[src/rtl/reqwait_pkg.sv]
package reqwait_pkg;

   typedef enum logic [2:0] {
      RW_IDLE       = 3'd0,
      RW_ACCESS     = 3'd1,
      RW_WAITING    = 3'd2,
      RW_DATA_VALID = 3'd3,
      RW_RECOVER    = 3'd4
   } rw_state_e;

   // Content of the built-in store: affine pattern of the word index.
   function automatic logic [31:0] rw_pattern(input int unsigned idx,
                                              input int unsigned mul,
                                              input int unsigned add);
      return 32'(idx * mul + add);
   endfunction

endpackage

[src/rtl/reqwait_store.sv]
module reqwait_store #(
   parameter int AW      = 4,
   parameter int DW      = 8,
   parameter int PAT_MUL = 37,
   parameter int PAT_ADD = 5
) (
   input  logic [AW-1:0] rd_addr_i,
   output logic [DW-1:0] rd_word_o
);
   import reqwait_pkg::*;

   localparam int DEPTH = 1 << AW;

   logic [DW-1:0] words [DEPTH];

   for (genvar gi = 0; gi < DEPTH; gi++) begin : g_word
      localparam logic [31:0] FULL = rw_pattern(gi, PAT_MUL, PAT_ADD);
      assign words[gi] = FULL[DW-1:0];
   end

   assign rd_word_o = words[rd_addr_i];

endmodule

[src/rtl/reqwait_age.sv]
module reqwait_age #(
   parameter int WINDOW  = 2,
   parameter int MEM_LAT = 1
) (
   input  logic clk,
   input  logic rst_n,
   input  logic start_i,
   input  logic run_i,
   output logic win_last_o,
   output logic lat_done_o
);
   localparam int AGE_MAX = (WINDOW > MEM_LAT) ? WINDOW : MEM_LAT;
   localparam int AGE_W   = $clog2(AGE_MAX + 1);

   logic [AGE_W-1:0] age_q;

   // age_q equals k while the transfer waits for edge Ek
   always_ff @(posedge clk) begin
      if (!rst_n) begin
         age_q <= '0;
      end else if (start_i) begin
         age_q <= AGE_W'(1);
      end else if (run_i && (age_q < AGE_W'(AGE_MAX))) begin
         age_q <= age_q + AGE_W'(1);
      end
   end

   assign win_last_o = (age_q == AGE_W'(WINDOW));

   if (MEM_LAT <= 1) begin : g_lat_none
      assign lat_done_o = 1'b1;
   end else begin : g_lat_count
      assign lat_done_o = (age_q >= AGE_W'(MEM_LAT));
   end

endmodule

[src/rtl/reqwait_servant.sv]
module reqwait_servant #(
   parameter int AW      = 4,
   parameter int DW      = 8,
   parameter int WINDOW  = 2,
   parameter int MEM_LAT = 1,
   parameter int PAT_MUL = 37,
   parameter int PAT_ADD = 5
) (
   input  logic          clk,
   input  logic          rst_n,
   input  logic          req_i,
   input  logic [AW-1:0] addr_i,
   input  logic          backend_rdy_i,
   output logic          wait_o,
   output logic [DW-1:0] rdata_o
);
   import reqwait_pkg::*;

   if (AW < 1 || AW > 10) begin : g_bad_aw
      $error("reqwait_servant: AW out of range");
   end
   if (DW < 1 || DW > 32) begin : g_bad_dw
      $error("reqwait_servant: DW out of range");
   end
   if (WINDOW < 1) begin : g_bad_win
      $error("reqwait_servant: WINDOW must be at least one cycle");
   end
   if (MEM_LAT < 0) begin : g_bad_lat
      $error("reqwait_servant: MEM_LAT must not be negative");
   end

   rw_state_e     state_q;
   logic          wait_q;
   logic [DW-1:0] rdata_q;
   logic [AW-1:0] addr_q;
   logic [DW-1:0] rd_word;
   logic          win_last;
   logic          lat_done;
   logic          start;
   logic          busy;
   logic          hit;

   assign start = (state_q == RW_IDLE) && req_i;
   assign busy  = (state_q == RW_ACCESS) || (state_q == RW_WAITING);
   assign hit   = lat_done && backend_rdy_i;

   reqwait_age #(
      .WINDOW (WINDOW),
      .MEM_LAT(MEM_LAT)
   ) u_age (
      .clk       (clk),
      .rst_n     (rst_n),
      .start_i   (start),
      .run_i     (busy),
      .win_last_o(win_last),
      .lat_done_o(lat_done)
   );

   reqwait_store #(
      .AW     (AW),
      .DW     (DW),
      .PAT_MUL(PAT_MUL),
      .PAT_ADD(PAT_ADD)
   ) u_store (
      .rd_addr_i(addr_q),
      .rd_word_o(rd_word)
   );

   always_ff @(posedge clk) begin
      if (!rst_n) begin
         state_q <= RW_IDLE;
         wait_q  <= 1'b0;
         rdata_q <= '0;
         addr_q  <= '0;
      end else begin
         unique case (state_q)
            RW_IDLE: begin
               if (req_i) begin
                  addr_q  <= addr_i;
                  state_q <= RW_ACCESS;
               end
            end
            RW_ACCESS: begin
               // readiness outranks window expiry on the same edge
               if (hit) begin
                  rdata_q <= rd_word;
                  state_q <= RW_DATA_VALID;
               end else if (win_last) begin
                  wait_q  <= 1'b1;
                  state_q <= RW_WAITING;
               end
            end
            RW_WAITING: begin
               if (hit) begin
                  rdata_q <= rd_word;
                  wait_q  <= 1'b0;
                  state_q <= RW_DATA_VALID;
               end
            end
            RW_DATA_VALID: begin
               if (!req_i) begin
                  rdata_q <= '0;
                  state_q <= RW_RECOVER;
               end
            end
            RW_RECOVER: begin
               state_q <= RW_IDLE;
            end
            default: begin
               state_q <= RW_IDLE;
               wait_q  <= 1'b0;
               rdata_q <= '0;
            end
         endcase
      end
   end

   assign wait_o  = wait_q;
   assign rdata_o = rdata_q;

endmodule

[config.mk]
export PLATFORM = sky130hd
export DESIGN_NAME = reqwait_servant
export DESIGN_NICKNAME = d
export VERILOG_FILES = /design/src/rtl/reqwait_pkg.sv /design/src/rtl/reqwait_store.sv /design/src/rtl/reqwait_age.sv /design/src/rtl/reqwait_servant.sv
export SDC_FILE = /design/constraint.sdc
export NUM_CORES = 1
export LEC_CHECK = 0
export BUFFER_PORTS_ARGS = -buffer_cell sky130_fd_sc_hd__clkbuf_2
export CAP_MARGIN = 20
export CORE_MARGIN = 4
export CORE_UTILIZATION = 45
export CTS_CLUSTER_SIZE = 40
export DETAILED_ROUTE_END_ITERATION = 8
export GPL_ROUTABILITY_DRIVEN = 0
export PLACE_DENSITY = 0.7
export SYNTH_ARGS = -nofsm -noshare
export SYNTH_HDL_FRONTEND = slang
export SYNTH_SLANG_ARGS = --single-unit
[constraint.sdc]
create_clock -name clk -period 1.4 [get_ports clk]
set_input_delay 0.07 -clock clk [delete_from_list [all_inputs] [get_ports clk]]
set_output_delay 0.07 -clock clk [all_outputs]
set_load 0.005 [all_outputs]
==> results.sh <==
export IMPL_hpwlAfterDp_mm=1.66
export IMPL_synthTopCellsByArea="dfxtp_1 34%, ha_1 9.5%, mux2i_1 5.7%"
export IMPL_start_util_pct=47.3
export IMPL_path_clk_slew_ps=110
export IMPL_antenna_found_initial=0
export IMPL_cp_arrival_ps=1680
export IMPL_synthTopCellsByCount="18 x dfxtp_1, 12 x nand2_1, 8 x ha_1, 8 x nor2_1, 7 x a21boi_1"
export IMPL_required_ps=1600
export IMPL_drive_gt1_share_pct=31.5
export IMPL_seqCellArea_um2=370
export IMPL_clkSinkCount=18
export IMPL_top_usage_layer="met2"
export IMPL_finClkSkew_ps=3.20
export IMPL_grt_met2_usage_pct=22.6
export IMPL_die_w_um=56.5
export IMPL_holdWs_ps=18.5
export IMPL_n_antenna_cell=0
export IMPL_dieHeight_um=56.5
export IMPL_cp_max_fo=8
export IMPL_wirelength_mm=2.16
export IMPL_syn2layout_area_growth_pct=26.2
export IMPL_n_fill_cell=206
export IMPL_report_final_slew_viol_count=0
export IMPL_r2r_end="rdata_o[1]"
export IMPL_netlist_instances=122
export IMPL_crit_type="reg2reg"
export IMPL_fin_crit_ps=1480
export IMPL_async_flop_share_pct=0
export IMPL_ios=17
export IMPL_min_path_cells=3
export IMPL_synth_largest_area_cell="dfxtp_1"
export IMPL_first_iter_violations=16
export IMPL_grt_pass1_wl_mm=3.55
export IMPL_fin_nets=166
export IMPL_hold_viol=0
export IMPL_rsz0062_at_grt="yes"
export IMPL_yosysTopAreaCellShare_pct=34.1
export IMPL_syn_cell_area_um2=1060
export IMPL_drv_cap=0
export IMPL_postRouteAntennaNets=0
export IMPL_yosys_warnings=0
export IMPL_met3_usage_pct=3.68
export IMPL_core_area_um2=2230
export IMPL_grt_max_degree=18
export IMPL_crit_path_end_kind="flip-flop"
export IMPL_core_rowCount=17
export IMPL_synth_seq_area_share_pct=34.1
export IMPL_cts_buffers=3
export IMPL_multi_input_area_um2=681
export IMPL_synth_cell_types=35
export IMPL_slew_headroom_pct=74.2
export IMPL_globalRouteOverflowTotal=0
export IMPL_clock_latency_ps=300
export IMPL_portBuffers=16
export IMPL_powerDensity_nw_per_um2=947
export IMPL_synthFlopType="dfxtp_1"
export IMPL_met1_usage_pct=17.8
export IMPL_track_usage_pct=14.1
export IMPL_vias=915
export IMPL_total_power_mw=1.26
export IMPL_status="complete, but fails checks"
export IMPL_r2r_setup_slack_ps=-80
export IMPL_htreeDepth=1
export IMPL_tightest_slew_ps=384
export IMPL_drcViolationCount=0
export IMPL_rr_startpoint="state_q[2]"
export IMPL_hp_start="addr_i[3]"
export IMPL_worst_slack_ps=-75.8
export IMPL_totalNegativeSetupSlack_ps=-247
export IMPL_cts_tree="done"
export IMPL_wl_per_cell_um=12.2
export IMPL_p_leak_nw=0.581
export IMPL_ys_ff_latch=18
export IMPL_hold_path_class="in2reg"
export IMPL_fin_crit_sh_pct=105
export IMPL_cts_path_max_buffers=2
export IMPL_max_freq_mhz=678
export IMPL_first_pass_iters=4
export IMPL_setup_viol=7
export IMPL_violations="negative setup slack"
export IMPL_cts_root_buf="clkbuf_4"
export IMPL_hold_path_endpoint="addr_q[3]"
export IMPL_peakVddDrop_uv=887
export IMPL_yosysMostFrequentCell="dfxtp_1"
export IMPL_synth_edf_count=0
export IMPL_critPathLaunchType="flip-flop"
export IMPL_viasPerCell=5.17
export IMPL_grt_pass1_vias=817
export IMPL_cts_hold_buf=0
export IMPL_ff2ff_path_depth=6
export IMPL_dieArea_um2=3190
export IMPL_syn_avg_cell_area_um2=8.67
export IMPL_syn_nets=138
==> report_power, final <==
part           internal, mW  leakage (nW)  switching [mW]
Sequential            0.549         0.149          0.0407
Combinational         0.175         0.411           0.168
Clock                 0.159        0.0210           0.171
==> worst max-delay path, cell delays in order, from the launching register on <==
cell and delay, ps:
dfxtp_2 370, and4b_1 190, a211o_1 250, buf_4 140, buf_6 130, and2_1 150
o21a_1 160
==> through the flow <==
stage               utilization (%)  cell area [um^2]  cells  setup WS [ps]
global placement               54.6              1220    170           4.80
global route                   59.7              1330    177           -139
floorplan                         -              1070    122          -28.2
finish                         59.7              1330    177          -75.8
CTS                            57.2              1280    174          -67.2
detailed placement             54.6              1220    170          -43.6
==> layer usage <==
layer | wire length (um) | vias up
li1 | - | 479
met1 | 985 | 419
met5 | 0 | -
met2 | 1050 | 13
met3 | 79 | 4
met4 | 42 | 0
==> state kept, by name, summed over array words and instances (netlist names) <==
name,count
rdata_o,8
addr_q,4
state_q,3
u_age.age_q,2
wait_o,1
==> placed cells by master, fill, tap and decap left out, drive strengths merged, types with 2 or more instances in the layout <==
master / count
a21boi: 8
a21oi: 6
and2: 2
and3b: 2
buf: 15
clkbuf: 20
dfxtp: 18
ha: 8
inv: 4
mux2i: 6
nand2: 12
nand2b: 3
nand3b: 3
nor2: 8
nor2b: 6
nor3: 3
nor4b: 2
o211ai: 3
o21ai: 5
xnor2: 3
==> layout make-up <==
type	instances	share of cell area, %
tap	28	2.63
inverter	4	1.13
sequential	18	27.8
timing repair buffer	31	14.7
clock buffer	4	2.72
multi-input combinational	92	51.0
==> repair_timing <==
item / 4_1_cts / 5_1_grt
pin swaps: 1 / 3
gates cloned: 0 / 0
gates resized for setup: 3 / 9
setup endpoints to repair: 3 / 13
buffers inserted: 0 / 3
hold endpoints to repair: 0 / 0
==> kinds of logic after synthesis <==
kind of cell    share of synthesized area (%)
simple gates                             23.9
buf+inv                                  5.92
fa+ha+maj                                9.47
flops                                    34.1
xor+xnor                                 2.49
compound gates                           18.5
mux                                      5.68
==> worst max path at each step <==
| stage | cells after the start | start | endpoint | slack (ps) |
|---|---|---|---|---|
| after CTS | 4 | state_q[2] | rdata_o[2] | -70 |
| final | 6 | state_q[2] | rdata_o[1] | -80 |
| after global placement | 4 | state_q[2] | rdata_o[2] | 5 |
| after floorplan | 5 | state_q[0] | rdata_o[2] | -30 |
| after detailed placement | 4 | state_q[2] | rdata_o[2] | -40 |
| after global routing | 4 | state_q[2] | rdata_o[2] | -140 |
Note: power is estimated with default switching activity, not from simulation.
